**config.mk**
```make
export PLATFORM = sky130hd
export DESIGN_NAME = phase_det
export DESIGN_NICKNAME = d
export VERILOG_FILES = /design/src/rtl/phase_det_pkg.sv /design/src/rtl/pd_sync_edge.sv /design/src/rtl/pd_flags.sv /design/src/rtl/pd_cfg_reg.sv /design/src/rtl/pd_encode.sv /design/src/rtl/phase_det.sv
export SDC_FILE = /design/constraint.sdc
export NUM_CORES = 1
export LEC_CHECK = 0
export BUFFER_PORTS_ARGS = -buffer_cell sky130_fd_sc_hd__buf_2
export CAP_MARGIN = 10
export CELL_PAD_IN_SITES_DETAIL_PLACEMENT = 1
export CELL_PAD_IN_SITES_GLOBAL_PLACEMENT = 1
export CORE_UTILIZATION = 41
export CTS_BUF_LIST = sky130_fd_sc_hd__clkbuf_16
export DETAILED_ROUTE_END_ITERATION = 8
export GPL_TIMING_DRIVEN = 1
export HOLD_SLACK_MARGIN = 0.03
export PLACE_DENSITY_LB_ADDON = 0.1
export SLEW_MARGIN = 20
export SYNTH_ARGS = -nofsm -noshare
export SYNTH_HDL_FRONTEND = slang
export SYNTH_SLANG_ARGS = --single-unit
```
**constraint.sdc**
```tcl
create_clock -name clk -period 1.7 [get_ports clk]
set_clock_uncertainty 0.2 [all_clocks]
set_input_delay 0.17 -clock clk [delete_from_list [all_inputs] [get_ports clk]]
set_output_delay 0.17 -clock clk [all_outputs]
set_load 0.02 [all_outputs]
```
**src/rtl/phase_det_pkg.sv**
```systemverilog
package phase_det_pkg;
  typedef enum logic [1:0] {
    P2_FOLLOW = 2'd0,
    P2_HIZ    = 2'd1,
    P2_PORT   = 2'd2,
    P2_RSVD   = 2'd3
  } pin2_sel_e;

  typedef struct packed {
    logic      cp_mode;
    pin2_sel_e pin2_sel;
    logic      port_val;
  } pd_cfg_t;

  localparam pd_cfg_t CFG_RESET = '{cp_mode: 1'b0, pin2_sel: P2_FOLLOW, port_val: 1'b0};
endpackage

```
**src/rtl/pd_sync_edge.sv**
```systemverilog
module pd_sync_edge #(
  parameter int STAGES = 2
) (
  input  logic clk,
  input  logic rst,
  input  logic d,
  output logic rise
);
  logic [STAGES-1:0] chain;
  logic              last_q;

  generate
    if (STAGES == 1) begin : g_one
      always_ff @(posedge clk) begin
        if (rst) chain <= '0;
        else     chain <= d;
      end
    end else begin : g_many
      always_ff @(posedge clk) begin
        if (rst) chain <= '0;
        else     chain <= {chain[STAGES-2:0], d};
      end
    end
  endgenerate

  always_ff @(posedge clk) begin
    if (rst) last_q <= 1'b0;
    else     last_q <= chain[STAGES-1];
  end

  assign rise = chain[STAGES-1] & ~last_q;
endmodule

```
**src/rtl/pd_flags.sv**
```systemverilog
module pd_flags #(
  parameter int RST_DLY = 2
) (
  input  logic clk,
  input  logic rst,
  input  logic div_rise,
  input  logic ref_rise,
  output logic up,
  output logic dn
);
  localparam int CW = $clog2(RST_DLY + 1);

  logic [CW-1:0] win_cnt;
  logic          both;
  logic          clr;

  assign both = up & dn;
  assign clr  = both && (win_cnt == CW'(RST_DLY - 1));

  always_ff @(posedge clk) begin
    if (rst) begin
      up      <= 1'b0;
      dn      <= 1'b0;
      win_cnt <= '0;
    end else begin
      up      <= (up & ~clr) | div_rise;
      dn      <= (dn & ~clr) | ref_rise;
      win_cnt <= (both && !clr) ? win_cnt + 1'b1 : '0;
    end
  end
endmodule

```
**src/rtl/pd_cfg_reg.sv**
```systemverilog
module pd_cfg_reg
  import phase_det_pkg::*;
(
  input  logic    clk,
  input  logic    rst,
  input  logic    we,
  input  pd_cfg_t wdata,
  input  logic    idle,
  output pd_cfg_t act
);
  pd_cfg_t pend;
  logic    pend_v;

  always_ff @(posedge clk) begin
    if (rst) begin
      pend   <= CFG_RESET;
      pend_v <= 1'b0;
      act    <= CFG_RESET;
    end else if (we) begin
      pend   <= wdata;
      pend_v <= 1'b1;
    end else if (pend_v && idle) begin
      act    <= pend;
      pend_v <= 1'b0;
    end
  end
endmodule

```
**src/rtl/pd_encode.sv**
```systemverilog
module pd_encode
  import phase_det_pkg::*;
(
  input  logic    clk,
  input  logic    rst,
  input  logic    up,
  input  logic    dn,
  input  pd_cfg_t cfg,
  output logic    p1_out,
  output logic    p1_oe,
  output logic    p2_out,
  output logic    p2_oe
);
  logic lead, lag;
  logic n1o, n1e, n2o, n2e;

  assign lead = up & ~dn;
  assign lag  = dn & ~up;

  always_comb begin
    if (cfg.cp_mode) begin
      n1o = up;
      n1e = 1'b1;
      n2o = dn;
      n2e = 1'b1;
    end else begin
      n1o = lead;
      n1e = lead | lag;
      case (cfg.pin2_sel)
        P2_FOLLOW: begin n2o = n1o;          n2e = n1e;  end
        P2_PORT:   begin n2o = cfg.port_val; n2e = 1'b1; end
        default:   begin n2o = 1'b0;         n2e = 1'b0; end
      endcase
    end
  end

  always_ff @(posedge clk) begin
    if (rst) begin
      p1_out <= 1'b0;
      p1_oe  <= 1'b0;
      p2_out <= 1'b0;
      p2_oe  <= 1'b0;
    end else begin
      p1_out <= n1o;
      p1_oe  <= n1e;
      p2_out <= n2o;
      p2_oe  <= n2e;
    end
  end
endmodule

```
**src/rtl/phase_det.sv**
```systemverilog
module phase_det
  import phase_det_pkg::*;
#(
  parameter int SYNC_STAGES = 2,
  parameter int RST_DLY     = 2
) (
  input  logic       clk,
  input  logic       rst,
  input  logic       ref_in,
  input  logic       div_in,
  input  logic       cfg_we,
  input  logic       cfg_cp_mode,
  input  logic [1:0] cfg_pin2_sel,
  input  logic       cfg_port_val,
  output logic       pd1_out,
  output logic       pd1_oe,
  output logic       pd2_out,
  output logic       pd2_oe
);
  logic    ref_rise, div_rise;
  logic    flag_up, flag_dn;
  pd_cfg_t cfg_w, cfg_act;
  logic    act_cp;
  logic [1:0] act_sel;

  pd_sync_edge #(.STAGES(SYNC_STAGES)) u_ref_edge (
    .clk(clk), .rst(rst), .d(ref_in), .rise(ref_rise));
  pd_sync_edge #(.STAGES(SYNC_STAGES)) u_div_edge (
    .clk(clk), .rst(rst), .d(div_in), .rise(div_rise));

  pd_flags #(.RST_DLY(RST_DLY)) u_flags (
    .clk(clk), .rst(rst), .div_rise(div_rise), .ref_rise(ref_rise),
    .up(flag_up), .dn(flag_dn));

  assign cfg_w.cp_mode  = cfg_cp_mode;
  assign cfg_w.pin2_sel = pin2_sel_e'(cfg_pin2_sel);
  assign cfg_w.port_val = cfg_port_val;

  pd_cfg_reg u_cfg (
    .clk(clk), .rst(rst), .we(cfg_we), .wdata(cfg_w),
    .idle(~flag_up & ~flag_dn), .act(cfg_act));

  assign act_cp  = cfg_act.cp_mode;
  assign act_sel = cfg_act.pin2_sel;

  pd_encode u_enc (
    .clk(clk), .rst(rst), .up(flag_up), .dn(flag_dn), .cfg(cfg_act),
    .p1_out(pd1_out), .p1_oe(pd1_oe), .p2_out(pd2_out), .p2_oe(pd2_oe));
endmodule

```
==> flow_summary.json <==
{
  "status": "complete, no violations",
  "synth_mux_area_share_pct": 11.4,
  "synth_fa_ha_area_share_pct": 5.69,
  "finalCritPeriodShare_pct": 83.5,
  "rsz0062_at_grt": "no",
  "slowest_delay_ns": 0.32,
  "power_mw": 1.16,
  "slew_viol_final": 0,
  "worst-r2r-cell-count": 4,
  "yosys.area_share.xor_xnor_pct": 0,
  "slowest_stage": "dfxtp_1",
  "synthMostInstantiatedCell": "dfxtp_1",
  "final_hold_viol_count": 0,
  "rr_startpoint": "u_flags.dn",
  "r2r_slack_ns": 0.28,
  "gr-total-overflow": 0,
  "clockBufferDepth": 2,
  "yosys-top-cells-count": "dfxtp_1 (23), nand2b_1 (11), mux2i_1 (10)",
  "holdPathStages": 3,
  "grt_pass1_vias": 582,
  "setup_ws_ns": 0.280,
  "port_buffers": 12,
  "synth_top_family_by_area": "simple AND/OR/NAND/NOR gates",
  "drc": 0,
  "synth.area.top_cells": "dfxtp_1 (52%), mux2i_1 (11%), nand2b_1 (7.8%)",
  "leakagePower_nw": 0.457,
  "cts_buffers": 3,
  "dieWidth_um": 48.3,
  "dp_cells": 118,
  "ir_worst_vdd_uv": 738,
  "hp-start": "cfg_we",
  "hold-path-endpoint": "u_cfg.pend_v",
  "die_area_um2": 2330,
  "worstPathArrival_ns": 1.40,
  "synth_fp_nets": 96,
  "cp_cell_sequence": "inv_1, ha_1, and3b_1, mux2i_1",
  "coreArea_um2": 1980,
  "dpl.hpwl_um": 947,
  "final_cells": 128,
  "cts_tree": "yes",
  "drive_above_1_share_pct": 17.8,
  "pre_cts_slack_ns": 0.352,
  "antenna_found_initial": 0,
  "vias": 580,
  "maxSlewHeadroom_pct": 73.4,
  "grt_first_pass_wirelength_mm": 2.62,
  "path_clk_slew_ns": 0.06,
  "max-cap-violations": 0,
  "initial_utilization_pct": 44.4,
  "synth_enable_flop_cells": 0,
  "synth_top_area_cell": "dfxtp_1",
  "required_ns": 1.68,
  "drt_iter0_drc": 0,
  "grt_usage_pct": 14.8,
  "synth_ff_type": "dfxtp_1",
  "die_h_um": 48.3,
  "p_per_area_nw_per_um2": 1070,
  "synthArstFlopShare_pct": 0,
  "rows": 16,
  "synth_compound_area_share_pct": 6.12,
  "io_pins": 13,
  "wire_per_inst_um": 11.9,
  "fmax_mhz": 704,
  "synth-simple-area-share_pct": 18.6,
  "crit_path_start_kind": "register",
  "netlist_area_um2": 880,
  "yosysSeqAreaShare_pct": 52.3,
  "netlist_instances": 83,
  "ant_nets": 0,
  "end_kind": "register",
  "netlist-cell-type-count": 16,
  "ys_ff_latch": 23,
  "tns_ns": 0,
  "first_pass_iters": 1,
  "yosys.area.top_type_share_pct": 52.3,
  "grt_max_degree": 27,
  "cts-htree-levels": 1,
  "gp_congestion": 0.694,
  "synth_warnings": 0,
  "diodes": 0,
  "post_synth.cell_area_avg_um2": 10.6,
  "cts-root-buf": "clkbuf_16",
  "worstReg2RegEnd": "u_cfg.act[2]",
  "cts.sinks": 23,
  "crit_type": "register to register",
  "setup_violations": 0,
  "hold_path_class": "input port to register",
  "clock_latency_ns": 0.25,
  "syn_to_final_growth_pct": 22.9,
  "num-nets-final": 115,
  "postCtsSetupRepairBufs": 0,
  "avgViaCountPerCell": 4.53,
  "finalCriticalPeriod_ns": 1.42,
  "critPathMaxFanout": 4,
  "worst_slew_pin_slew_ns": 0.399,
  "routed_wl_mm": 1.53
}
cell type report:
cell class                 count  area (µm²)
fill                         233         901
timing repair buffer          18         120
sequential                    23         460
multi-input combinational     51         368
clock inverter                 1        5.00
inverter                       5        18.8
clock buffer                   3        75.1
tap                           27        33.8
registers in the layout, summed over array words and instances (netlist names), 2 cells and up:
register	flops
u_cfg.act	4
u_cfg.pend	4
u_div_edge.chain	2
u_flags.win_cnt	2
u_ref_edge.chain	2
per-stage QoR:
stage | hold slack, ns | cell area, µm² | utilization, %
floorplan | 0.0982 | 880 | -
global placement | 0.180 | 941 | 47.5
detailed placement | 0.191 | 941 | 47.5
CTS | 0.0303 | 1080 | 54.5
global route | 0.0383 | 1080 | 54.5
finish | 0.0229 | 1080 | 54.5
critical path, delay by kind of cell, from the launching register on:
family | cells | cell delay, ns
mux | 1 | 0.24
simple gates | 1 | 0.30
buf+inv | 1 | 0.10
fa+ha+maj | 1 | 0.18
flops | 1 | 0.32
layer usage:
metal | routed length (µm) | track usage [%]
met5 | 0 | 0
met4 | 25 | 7.35
met3 | 35 | 2.83
met2 | 750 | 25.6
met1 | 714 | 17.5
worst max-delay path by stage:
stage / depth (start not counted) / endpoint / startpoint
floorplan: 5 / u_cfg.act[0] / u_flags.up
global placement: 4 / u_cfg.act[1] / u_flags.up
detailed placement: 4 / u_cfg.act[1] / u_flags.up
CTS: 4 / u_cfg.act[2] / u_flags.dn
global route: 4 / u_cfg.act[3] / u_flags.dn
finish: 4 / u_cfg.act[2] / u_flags.dn
where the power goes:
group | internal [mW] | switching [mW]
Combinational | 0.0472 | 0.0423
Sequential | 0.561 | 0.0101
Clock | 0.316 | 0.185
Total | 0.925 | 0.238
logic make-up (layout without fill, tap and decap cells):
logic type / count (synthesis) / count (layout)
and+or+nand+nor: 29 / 29
DFF: 23 / 23
muxes: 10 / 10
buffers and inverters: 9 / 27
AOI/OAI and AO/OA: 8 / 8
adders and majority gates: 4 / 4
cell usage in the layout, fill, tap and decap left out:
cell type       n
dfxtp_1        23
buf_2          12
nand2b_1       11
mux2i_1        10
nor2_1          9
nor2b_1         6
dlygate4sd3_1   6
inv_1           5
a21oi_1         4
ha_1            4
clkbuf_16       3
a21bo_2         2
o21bai_1        1
or3_1           1
o22ai_1         1
and3b_1         1
or3b_1          1
clkinv_2        1
timing repair:
| action | in CTS | in global routing |
|---|---|---|
| endpoints found under the hold margin | 6 | 0 |
| resized for setup | 0 | 0 |
| hold buffers | 6 | 0 |
| endpoints found under the setup margin | 0 | 0 |
Note: power is estimated with default switching activity, not from simulation.
